<file path="config.mk">
export PLATFORM = sky130hd
export DESIGN_NAME = carrier_gen
export DESIGN_NICKNAME = d
export VERILOG_FILES = /design/src/rtl/cg_pkg.sv /design/src/rtl/cg_counter.sv /design/src/rtl/cg_phase_ctrl.sv /design/src/rtl/carrier_gen.sv
export SDC_FILE = /design/constraint.sdc
export NUM_CORES = 1
export LEC_CHECK = 0
export BUFFER_PORTS_ARGS = -buffer_cell sky130_fd_sc_hd__buf_2
export CAP_MARGIN = 20
export CORE_UTILIZATION = 45
export CTS_CLUSTER_DIAMETER = 40
export DETAILED_ROUTE_END_ITERATION = 8
export PLACE_DENSITY = 0.65
export SLEW_MARGIN = 40
export SYNTH_ARGS = -nofsm -noshare
export SYNTH_HDL_FRONTEND = slang
export SYNTH_SLANG_ARGS = --single-unit
</file>
<file path="constraint.sdc">
create_clock -name clk -period 4.5 [get_ports clk]
set_input_delay 0.9 -clock clk [delete_from_list [all_inputs] [get_ports clk]]
set_output_delay 0.9 -clock clk [all_outputs]
set_load 0.03 [all_outputs]
</file>
<file path="src/rtl/cg_pkg.sv">
package cg_pkg;
  typedef enum logic {
    PH_LOW  = 1'b0,
    PH_HIGH = 1'b1
  } phase_e;
endpackage

</file>
<file path="src/rtl/cg_counter.sv">
module cg_counter #(
  parameter int W = 8
) (
  input  logic         clk,
  input  logic         rst_n,
  input  logic         restart,
  input  logic [W-1:0] cmp,
  output logic [W-1:0] cnt,
  output logic         match
);
  localparam logic [W-1:0] ONE = {{(W-1){1'b0}}, 1'b1};

  logic [W-1:0] cnt_n;

  always_comb begin
    if (restart) cnt_n = ONE;
    else         cnt_n = cnt + ONE;
  end

  always_ff @(posedge clk or negedge rst_n) begin
    if (!rst_n) cnt <= ONE;
    else        cnt <= cnt_n;
  end

  assign match = (cnt == cmp);

  // counter never reads zero
  p_nonzero_r5: assert property (@(posedge clk) disable iff (!rst_n) cnt != '0);
endmodule

</file>
<file path="src/rtl/cg_phase_ctrl.sv">
module cg_phase_ctrl
  import cg_pkg::*;
#(
  parameter int W = 8
) (
  input  logic         clk,
  input  logic         rst_n,
  input  logic         enable,
  input  logic         match,
  input  logic [W-1:0] high_val,
  input  logic [W-1:0] low_val,
  output logic         running,
  output phase_e       phase,
  output logic         carrier,
  output logic         rise,
  output logic [W-1:0] cmp
);
  localparam logic [W-1:0] ONE = {{(W-1){1'b0}}, 1'b1};

  logic [W-1:0] high_cl, low_cl;
  logic         running_n, carrier_n, rise_n;
  phase_e       phase_n;
  logic [W-1:0] cmp_n;

  assign high_cl = (high_val == '0) ? ONE : high_val;
  assign low_cl  = (low_val  == '0) ? ONE : low_val;

  always_comb begin
    running_n = running;
    phase_n   = phase;
    carrier_n = carrier;
    cmp_n     = cmp;
    rise_n    = 1'b0;
    if (!enable) begin
      running_n = 1'b0;
      phase_n   = PH_HIGH;
      carrier_n = 1'b0;
    end else if (!running) begin
      running_n = 1'b1;
      phase_n   = PH_HIGH;
      carrier_n = 1'b1;
      cmp_n     = high_cl;
      rise_n    = 1'b1;
    end else if (match) begin
      if (phase == PH_HIGH) begin
        phase_n   = PH_LOW;
        carrier_n = 1'b0;
        cmp_n     = low_cl;
      end else begin
        phase_n   = PH_HIGH;
        carrier_n = 1'b1;
        cmp_n     = high_cl;
        rise_n    = 1'b1;
      end
    end
  end

  always_ff @(posedge clk or negedge rst_n) begin
    if (!rst_n) begin
      running <= 1'b0;
      phase   <= PH_HIGH;
      carrier <= 1'b0;
      rise    <= 1'b0;
      cmp     <= ONE;
    end else begin
      running <= running_n;
      phase   <= phase_n;
      carrier <= carrier_n;
      rise    <= rise_n;
      cmp     <= cmp_n;
    end
  end

  p_idle_r1: assert property (@(posedge clk) disable iff (!rst_n)
    !enable |=> (!carrier && phase == PH_HIGH && !rise));
  p_start_r2: assert property (@(posedge clk) disable iff (!rst_n)
    (enable && !running) |=> (carrier && rise));
  p_fall_r3: assert property (@(posedge clk) disable iff (!rst_n)
    (enable && running && match && phase == PH_HIGH) |=> !carrier);
  p_lowhold_r4: assert property (@(posedge clk) disable iff (!rst_n)
    (enable && running && !match && phase == PH_LOW) |=> !carrier);
  p_hold_r7: assert property (@(posedge clk) disable iff (!rst_n)
    (enable && running && !match) |=> $stable(cmp));
  p_cmp_nz_r9: assert property (@(posedge clk) disable iff (!rst_n) cmp != '0);
endmodule

</file>
<file path="src/rtl/carrier_gen.sv">
module carrier_gen
  import cg_pkg::*;
#(
  parameter int CNT_W = 8
) (
  input  logic             clk,
  input  logic             rst_n,
  input  logic             enable,
  input  logic [CNT_W-1:0] high_cnt,
  input  logic [CNT_W-1:0] low_cnt,
  output logic             carrier_o,
  output logic             phase_o,
  output logic             rise_o
);
  logic             running, match, restart;
  logic [CNT_W-1:0] cmp, cnt;
  phase_e           phase;

  assign restart = !enable || !running || match;

  cg_counter #(.W(CNT_W)) u_cnt (
    .clk     (clk),
    .rst_n   (rst_n),
    .restart (restart),
    .cmp     (cmp),
    .cnt     (cnt),
    .match   (match)
  );

  cg_phase_ctrl #(.W(CNT_W)) u_ctrl (
    .clk      (clk),
    .rst_n    (rst_n),
    .enable   (enable),
    .match    (match),
    .high_val (high_cnt),
    .low_val  (low_cnt),
    .running  (running),
    .phase    (phase),
    .carrier  (carrier_o),
    .rise     (rise_o),
    .cmp      (cmp)
  );

  assign phase_o = (phase == PH_HIGH);

  p_bound_r5: assert property (@(posedge clk) disable iff (!rst_n)
    running |-> (cnt <= cmp));
  p_restart_r5: assert property (@(posedge clk) disable iff (!rst_n)
    (enable && running && match) |=> (cnt == 1));
  p_rise_only_r8: assert property (@(posedge clk) disable iff (!rst_n)
    rise_o |-> (carrier_o && !$past(carrier_o)));
  p_rise_all_r8: assert property (@(posedge clk) disable iff (!rst_n)
    $rose(carrier_o) |-> rise_o);
endmodule

</file>
[After elaboration in Yosys (flattened, before gate mapping)]
Cells that the tools add are included.
Cells by class
  add/sub/neg operators: 1
  equality and inequality tests: 3
  muxes and demuxes: 15
  reduce and logical (&&, ||, !) cells: 7
Operator list (count)
  $mux 8: 6
  $logic_not 8->1: 2
  $mux 1: 9
  $add 8x1->8 const B: 1
  $eq 8x8->1: 1
  $ne 3x3->1 const B: 1
  $logic_not 1->1: 2
  $logic_or 1x1->1: 2
  $ne 2x2->1 const B: 1
  $reduce_and 2->1: 1
Storage, ports and cells
  register bits: 20
  output and inout bits: 3
  logic and storage cells: 32

[Logic depth before layout (Yosys ltp)]
Gate-level depths: netlist of run 1.
  word-level depth: 5
  gate-level depth with buffers: 6
  gate-level depth less buffers: 5

[By module]
Synthesis of run 1 repeated with hierarchy kept, for this count alone.
Unflattened totals
  cell total of the unflattened synthesis: 98
  area, all modules: 1022.2 µm²
By module, submodules not included
  cg_phase_ctrl: instances 1, cells an instance 52, area an instance 570.5 µm²
  cg_counter: instances 1, cells an instance 45, area an instance 444.2 µm²
  carrier_gen: instances 1, cells an instance 1, area an instance 7.5 µm²

[Worst setup path before layout of run 1]
No wires, ideal clock.
  path kind: input port to flip-flop
  start: input port high_cnt[4]
  end: register u_ctrl.cmp[0]
  arrival: 1501 ps
  data required time: 4441 ps
  path slack: 2939 ps
  cell stages on the path: 4
  buffers on the path: 0
  cell sequence: nor4_1 a21oi_1 a21oi_1 mux2_2
Between the ends
  cells in the longest elaborated chain, start to end: 5
RTL lines
  start, declared: line carrier_gen.sv:9  | input logic [CNT_W-1:0] high_cnt,
  $logic_not 8->1 *: line cg_phase_ctrl.sv:25  | assign high_cl = (high_val == '0) ? ONE : high_val;
  $mux 8 *: line cg_phase_ctrl.sv:25
  $mux 8: line cg_phase_ctrl.sv:45  | if (phase == PH_HIGH) begin
  $mux 8: line cg_phase_ctrl.sv:44  | end else if (match) begin
  $mux 8 *: line cg_phase_ctrl.sv:38  | end else if (!running) begin
  end signal, assigned: line cg_phase_ctrl.sv:70  | cmp <= cmp_n;
  end, declared: line cg_phase_ctrl.sv:16  | output logic [W-1:0] cmp
Every way passes the cells marked *; elsewhere a longest branch is shown, timed or not. The select of a mux whose other input is x is not followed.
A chain may end at the register's enable or synchronous reset.

[Worst setup path after layout of run 1]
  start: register u_ctrl.phase
  end: output port phase_o
RTL lines
  start, declared: line cg_phase_ctrl.sv:13  | output phase_e phase,
  start signal, assigned: line cg_phase_ctrl.sv:67  | phase <= phase_n;
  end, declared: line carrier_gen.sv:12  | output logic phase_o,
No word-level cell between the ends.

==> results of run 1 <==
[flip-flops by register name (all words and copies together), names as in the netlist]
register / flops
u_ctrl.running: 1
u_ctrl.cmp: 8
u_cnt.cnt: 8
u_ctrl.carrier: 1
u_ctrl.rise: 1
u_ctrl.phase: 1
[cells in the mapped netlist (all sizes together)]
master	count	area [µm²]
nor2	2	10.0
ha	1	12.5
dfrtp	17	425
buf	1	7.51
nor3	8	40.0
nand2	3	11.3
nand4	2	12.5
a21oi	3	15.0
and3	3	18.8
or2	1	6.26
xor2	4	35.0
xnor2	11	96.3
a211oi	1	7.51
mux2	15	169
inv	1	3.75
o21ai	1	16.3
nor4	2	12.5
dfstp	3	78.8
o311a	1	10.0
nand3	6	30.0
[layout make-up]
type / instances / area [µm²]
clock buffers: 4 / 36.3
flip-flops and latches: 20 / 504
repair buffers: 21 / 105
fillers: 189 / 856
inverters: 1 / 3.75
well taps: 27 / 33.8
multi-input cells: 64 / 503
[stage by stage]
stage / instances / setup WS, ns / power (mW)
final: 137 / 2.52 / 0.378
after global routing: 137 / 2.45 / 0.398
after CTS: 137 / 2.51 / 0.381
after detailed placement: 133 / 2.62 / 0.280
after global placement: 133 / 2.64 / 0.278
after floorplan: 86 / 2.94 / 0.256
[power by group]
| group | internal (mW) | switching [mW] | leakage [nW] |
|---|---|---|---|
| combinational | 0.0364 | 0.0273 | 0.236 |
| sequential | 0.198 | 0.0133 | 0.248 |
| clock | 0.0493 | 0.0537 | 0.0210 |
[path summary, 6_finish.rpt]
| path | startpoint | end | slack [ns] | depth (start not counted) |
|---|---|---|---|---|
| max | u_ctrl.phase | phase_o | 2.52 | 1 |
| min | rst_n | u_cnt.cnt[2] | 0.52 | 1 |
| max reg2reg | u_cnt.cnt[0] | u_ctrl.cmp[3] | 2.59 | 5 |
| min reg2reg | u_cnt.cnt[0] | u_cnt.cnt[0] | 0.53 | 1 |
| max in group asynchronous | rst_n | u_ctrl.phase | 3.64 | 1 |
| min in group clk | u_cnt.cnt[0] | u_cnt.cnt[0] | 0.53 | 1 |
[per-layer routing]
metal / up-vias / routed length, µm / track usage
met4: 0 / 10 / 0.0762
met5: - / 0 / 0
met3: 2 / 30 / 0.0370
li1: 359 / - / -
met1: 366 / 875 / 0.230
met2: 5 / 916 / 0.277
[logic make-up after synthesis]
group                      after synthesis  share of synthesized area
AOI/OAI and AO/OA                        6                     0.0479
xor gates and xnor gates                15                      0.129
adders and majority gates                1                     0.0123
buffers and inverters                    2                     0.0111
DFF                                     20                      0.495
muxes                                   15                      0.166
and+or+nand+nor                         27                      0.139
==> metrics, run 1 <==
status finished, final reports clean; Starting Density 0.499; Post-Place Cell Area roughly 1100 µm²; CTS resizes 0; Gate Count Post-Synth 86; PortBufs 21; Max VDD drop ~0.21 mV; P_leak between 0.5 and 0.6 nW; YS warnings 0; crit path cell chain buf_2; clock skew between 0.009 and 0.01 ns; H-Tree Depth 1; number of synthesized register bits 20; Util after Layout 0.581; clock-pin slew on the worst setup and hold paths approximately 0.12 ns; final design area excluding fillers around 1200 µm²; Cell Area, Synth 1020 µm²; syn_nets about 110; die area 2460 µm²; DRT iter0 DRCs 7; Layout area overhead 16.5%; clk root buf clkbuf_4; Core Footprint about 2000 µm²; min Tclk post-route 1.98 ns; vias per cell 5.34; Pre-Repair DR Iteration Count 3; Die H ~50 µm; CTS Hold Buffers Added 0; Max Fclk between 0.5 and 0.6 GHz; commonest non-fill, non-tap cell in the layout buf_2; I/O pin count 22; vias in the first global route between 700 and 800; max_cap viols 0; Top delay family on crit path flip-flops; crit path DAT approximately 1.1 ns; postcts setup bufs 0; Worst Tran Pin Value around 0.55 ns; layout cells sized above 1 0.409; global-route wire length before repair roughly 3300 µm; period utilisation layout 0.440; type of the worst min-delay path primary input to async pin; power per cell area approximately 320 nW/µm²; Critical Path RT around 3.6 ns; Slew Viols, Final 0; Hold Vio Cnt, Final 0; initial antenna violation count 0; DRC 0; CP peak stage delay a little under 0.6 ns; commonest cells after routing, fill and taps aside 21 x buf_2, 17 x dfrtp_1, 15 x mux2_2, 11 x xnor2_1, 8 x nor3_1; detailed-route via count between 700 and 800; Crit-path slowest cell dfstp_2; Routed WL approximately 1800 µm; CTS tree done; DR WL/cell roughly 13 µm; Avg Inst Size Synth ~12 µm²; Total Routing Usage GR 0.175; worst-skew pair later-pin latency around 0.30 ns; endpoints failing setup 0; Setup TNS Final 0 ns; CP bufs+invs 1; final antenna-violating net count 0; critical path peak fanout 5; Num CTS Buffers 3; pin count of the biggest net entering global routing 21; final hold slack approximately 0.52 ns; n_diodes 0; total number of clock tree sinks 20; CTS max path bufs 2; DP Wirelength about 1400 µm; gr ovfl total 0; die width roughly 50 µm; NumNets Final approximately 130; Netlist cell types 21; global placer's final weighted congestion between 0.7 and 0.8; Seq/Total Area, Yosys 0.495; Worst Setup End Kind output pin; Max-slew headroom 0.632; kind of critical path flop to output pin; RSZ-0062 raised after global routing no; crit start category flop; Row Count 16
Note: power is estimated with default switching activity, not from simulation.
==> run 2: changes to the inputs <==
--- a/config.mk
+++ b/config.mk
@@ -10,7 +10,7 @@
 export CORE_UTILIZATION = 45
 export CTS_CLUSTER_DIAMETER = 40
 export DETAILED_ROUTE_END_ITERATION = 8
-export PLACE_DENSITY = 0.65
+export PLACE_DENSITY = 0.68
 export SLEW_MARGIN = 40
 export SYNTH_ARGS = -nofsm -noshare
 export SYNTH_HDL_FRONTEND = slang
==> constraint.sdc (replaced) <==
create_clock -name clk -period 1.72 [get_ports clk]
set_input_delay 0.344 -clock clk [delete_from_list [all_inputs] [get_ports clk]]
set_output_delay 0.344 -clock clk [all_outputs]
set_load 0.03 [all_outputs]
==> metrics, run 2 (synthesized netlist as in run 1, its figures left out) <==
CP peak stage delay 0.59 ns (about the same); max_cap viols 0 (unchanged); CTS tree done; commonest cells after routing, fill and taps aside 21 x buf_2, 17 x dfrtp_1, 15 x mux2_2, 11 x xnor2_1, 8 x nor3_1; Pre-Repair DR Iteration Count 4 (+1); Util after Layout 0.593 (+0.0123); # fillers 187 (-1.1%); Hold Vio Cnt, Final 0 (unchanged); power per cell area 833 nW/µm² (+160%); pin count of the biggest net entering global routing 21 (unchanged); Num CTS Buffers 3 (unchanged); die area 2460 µm² (unchanged); initial antenna violation count 0 (unchanged); final antenna-violating net count 0 (unchanged); kind of critical path flop to flop; clock skew 0.00647 ns (-0.00257 ns); Max-slew headroom 0.697 (+0.0658); sequential group share of total power 0.548 (-0.011); DP Wirelength 1540 µm (+9.1%); worst-skew pair later-pin latency 0.31 ns (about the same); Routed WL 1990 µm (+8.7%); Total Routing Usage GR 0.195 (+0.0198); type of the worst min-delay path primary input to flop; endpoints failing setup 0 (unchanged); Layout area overhead 18.9%; Starting Density 0.499 (unchanged); Worst Setup End Kind flop; Row Count 16 (unchanged); pre-CTS worst setup slack 0.158 ns (-2.46 ns); status finished, final reports clean; min Tclk post-route approximately 1.6 ns; Power, Total 1.01 mW (+170%); critical path peak fanout 10 (+5); global-route wire length before repair 3570 µm (+8.8%); Die H 49.6 µm (unchanged); period utilisation layout 0.918; vias per cell 5.34 (about the same); final setup margin 0.140 ns (-2.38 ns); CP bufs+invs 1 (unchanged); Crit-path slowest cell dfstp_2; combinational power share 0.173 (+0.005); CTS resizes 0 (unchanged); Psw 0.263 mW (+180%); CTS max path bufs 2 (unchanged); Max Fclk around 0.63 GHz; H-Tree Depth 1 (unchanged); DR WL/cell 14.2 µm (+6.4%); n_diodes 0 (unchanged); detailed-route via count 748 (+2.2%); RSZ-0062 raised after global routing no; global placer's final weighted congestion 0.822 (+9.8%); PortBufs 21 (unchanged); Top Registers u_cnt.cnt x8, u_ctrl.cmp x8; Max VDD drop 0.546 mV (+170%); Slew Viols, Final 0 (unchanged); P_leak 0.521 nW (+3.0%); Setup TNS Final 0 ns (unchanged); vias in the first global route 820 (+7.8%); commonest non-fill, non-tap cell in the layout buf_2; Worst Tran Pin Value 0.454 ns (-0.0981 ns); layout cells sized above 1 0.416 (+0.00684); DRT iter0 DRCs 8 (+1); crit start category flop; Critical Path RT 1.93 ns (-1.67 ns); total number of clock tree sinks 20 (unchanged); DRC 0 (unchanged); Core Footprint 2040 µm² (unchanged); Sw Share 0.260 (+0.0110); crit path DAT 1.79 ns (+0.71 ns); clock-pin slew on the worst setup and hold paths 0.12 ns (about the same); postcts setup bufs 0 (unchanged); die width 49.6 µm (unchanged); I/O pin count 22 (unchanged); gr ovfl total 0 (unchanged); clk root buf clkbuf_4; Top delay family on crit path flip-flops; NumNets Final 134 (+2.3%); crit path cell chain xnor2_1, nand4_1, nor2_2, buf_4, nor2_1, and3_1; clock share of power 0.279 (+0.007); CTS Hold Buffers Added 1 (+1); Int Pwr 0.746 mW (+160%)
## run 2: cell count changes in the layout (fill, tap and decap cells not counted)
cell / change
dlygate4sd3_1: +1
buf_4: +2
## run 2: final cells by class
class	count	area, µm²	area share
Sequential cell	20	504	0.416
Tap cell	27	33.8	0.0279
Clock buffer	4	36.3	0.0300
Timing Repair Buffer	24	130	0.107
Multi-Input combinational cell	64	503	0.415
Inverter	1	3.75	0.00310
## run 2: final timing paths
path	to	slack [ns]	from	cells past startpoint
min reg2reg	u_ctrl.phase	0.53	u_ctrl.running	1
min in group asynchronous	u_ctrl.running	0.50	rst_n	2
max	u_cnt.cnt[1]	0.14	u_cnt.cnt[0]	6
min	u_ctrl.running	0.23	enable	1
max in group asynchronous	u_cnt.cnt[0]	0.88	rst_n	2
max reg2reg	u_cnt.cnt[1]	0.14	u_cnt.cnt[0]	6
## run 2: per-stage QoR
stage,area [µm²],hold slack (ns),cells
after floorplan,1020,0.0484,86
after global placement,1160,0.304,135
after detailed placement,1160,0.315,135
after CTS,1210,0.224,140
after global routing,1210,0.214,140
final,1210,0.228,140
## run 2: power by group through the flow
stage	logic, mW	registers (mW)	clock network, mW
floorplan	0.111	0.558	0
CTS	0.176	0.555	0.287
detailed placement	0.174	0.564	0
global placement	0.167	0.561	0
finish	0.174	0.553	0.281
global route	0.194	0.560	0.305
## run 2: per-layer routing
layer,global-route usage,part of all wire
met5,0,0
met4,0.105,0.024
met3,0.0185,0.018
met2,0.333,0.52
met1,0.240,0.44
==> run 3: changes to the inputs <==
--- a/config.mk
+++ b/config.mk
@@ -10,7 +10,7 @@
 export CORE_UTILIZATION = 45
 export CTS_CLUSTER_DIAMETER = 40
 export DETAILED_ROUTE_END_ITERATION = 8
-export PLACE_DENSITY = 0.68
+export PLACE_DENSITY = 0.74
 export SLEW_MARGIN = 40
 export SYNTH_ARGS = -nofsm -noshare
 export SYNTH_HDL_FRONTEND = slang
==> metrics, run 3 (synthesized netlist as in run 1, its figures left out) <==
status finished, final reports clean; P_leak 0.515 nW (-1.0%); Max VDD drop 0.547 mV (+0.19%); layout cells sized above 1 0.411 (-0.00521); Inst Count DP 134 (-0.74%); combinational power share 0.172 (about the same); postcts setup bufs 0 (unchanged); final antenna-violating net count 0 (unchanged); PortBufs 21 (unchanged); Critical Path RT 1.92 ns (about the same); vias per cell 5.30 (-0.76%); commonest cells after routing, fill and taps aside 21 x buf_2, 17 x dfrtp_1, 15 x mux2_2, 11 x xnor2_1, 8 x nor3_1; DP Wirelength 1550 µm (+0.44%); detailed-route via count 737 (-1.5%); Starting Density 0.499 (unchanged); CTS resizes 0 (unchanged); commonest non-fill, non-tap cell in the layout buf_2; critical path peak fanout 9 (-1); period utilisation layout 0.926 (+0.00795); Hold Vio Cnt, Final 0 (unchanged); worst-skew pair later-pin latency 0.31 ns (about the same); Worst Setup End Kind flop; Core Footprint 2040 µm² (unchanged); final design area excluding fillers 1200 µm² (-0.62%); max_cap viols 0 (unchanged); crit path DAT 1.79 ns (about the same); DRC 0 (unchanged); Worst Tran Pin Value 0.446 ns (-0.00766 ns); global placer's final weighted congestion 0.781 (-5.0%); Row Count 16 (unchanged); min Tclk post-route 1.59 ns (+0.0137 ns); Int Pwr 0.745 mW (-0.13%); type of the worst min-delay path primary input to flop; clock share of power 0.275 (-0.004); endpoints failing setup 0 (unchanged); clk root buf clkbuf_4; Slew Viols, Final 0 (unchanged); power per cell area 833 nW/µm² (about the same); CTS tree done; Num CTS Buffers 3 (unchanged); global-route wire length before repair 3530 µm (-1.2%); n_diodes 0 (unchanged); Max-slew headroom 0.703 (+0.00511); crit start category flop; Routed WL 2040 µm (+2.2%); DRT iter0 DRCs 3 (-5); Psw 0.258 mW (-1.9%); Setup TNS Final 0 ns (unchanged); Pre-Repair DR Iteration Count 2 (-2); NumNets Final 133 (-0.75%); # fillers 193 (+3.2%); sequential group share of total power 0.553 (+0.005); Top Registers u_cnt.cnt x8, u_ctrl.cmp x8; clock-pin slew on the worst setup and hold paths 0.11 ns (about the same); Non-Filler Instances 139 (-0.71%); DR WL/cell 14.6 µm (+2.9%); vias in the first global route 775 (-5.5%); pin count of the biggest net entering global routing 21 (unchanged); CTS max path bufs 2 (unchanged); die area 2460 µm² (unchanged); Die H 49.6 µm (unchanged); H-Tree Depth 1 (unchanged); initial antenna violation count 0 (unchanged); Sw Share 0.257 (-0.00343); die width 49.6 µm (unchanged); Max Fclk 0.628 GHz (-0.86%); total number of clock tree sinks 20 (unchanged); clock skew 0.00562 ns (-0.000845 ns); Post-Place Cell Area 1160 µm² (-0.64%); RSZ-0062 raised after global routing no; I/O pin count 22 (unchanged); Total Routing Usage GR 0.189 (-0.00569); kind of critical path flop to flop; gr ovfl total 0 (unchanged); Layout area overhead 18.2%
[run 3: final timing paths]
path / end / from / slack (ns) / cells past startpoint
worst max-delay path: u_ctrl.cmp[7] / u_cnt.cnt[0] / 0.13 / 5
worst min-delay path: u_ctrl.running / enable / 0.25 / 1
worst max register to register: u_ctrl.cmp[7] / u_cnt.cnt[0] / 0.13 / 5
worst min register to register: u_cnt.cnt[0] / u_cnt.cnt[0] / 0.52 / 1
max in group asynchronous: u_ctrl.cmp[0] / rst_n / 0.88 / 2
min in group asynchronous: u_cnt.cnt[3] / rst_n / 0.50 / 2
[run 3: critical path: stages (launching register included)]
cell     delay, ns
dfstp_2       0.59
xnor2_1       0.07
nand4_1       0.10
nor2_2        0.06
o21ai_4       0.29
mux2_2        0.38
[run 3: power groups by stage]
stage               clock network [mW]  registers [mW]  logic, mW
detailed placement                   0           0.564      0.171
finish                           0.275           0.555      0.173
global placement                     0           0.562      0.165
global route                     0.300           0.561      0.190
floorplan                            0           0.558      0.111
CTS                              0.279           0.555      0.174
[run 3: cell type report]
cell class	instances	area (µm²)	share of cell area
multi-input cells	64	503	0.418
well taps	27	33.8	0.0281
inverters	1	3.75	0.00312
flip-flops and latches	20	504	0.419
repair buffers	23	123	0.102
clock buffers	4	36.3	0.0301
[run 3: what timing repair did]
item / in CTS / in global routing
setup endpoints to repair: 0 / 0
endpoints found under the hold margin: 17 / 0
hold buffers: 1 / 0
[run 3: per-stage QoR]
stage | hold WS (ns) | setup slack [ns] | power [mW] | utilization
after floorplan | 0.0484 | 0.184 | 0.670 | -
after global placement | 0.301 | 0.190 | 0.727 | 0.567
after detailed placement | 0.310 | 0.167 | 0.735 | 0.567
after CTS | 0.241 | 0.135 | 1.01 | 0.589
after global routing | 0.232 | 0.0580 | 1.05 | 0.589
final | 0.249 | 0.127 | 1.00 | 0.589
[run 3: layer usage]
layer	global-route usage	vias up	routed length [µm]
li1	-	363	-
met1	0.245	363	908
met2	0.331	9	1080
met3	0.0185	2	34
met4	0.0571	0	15
met5	0	-	0
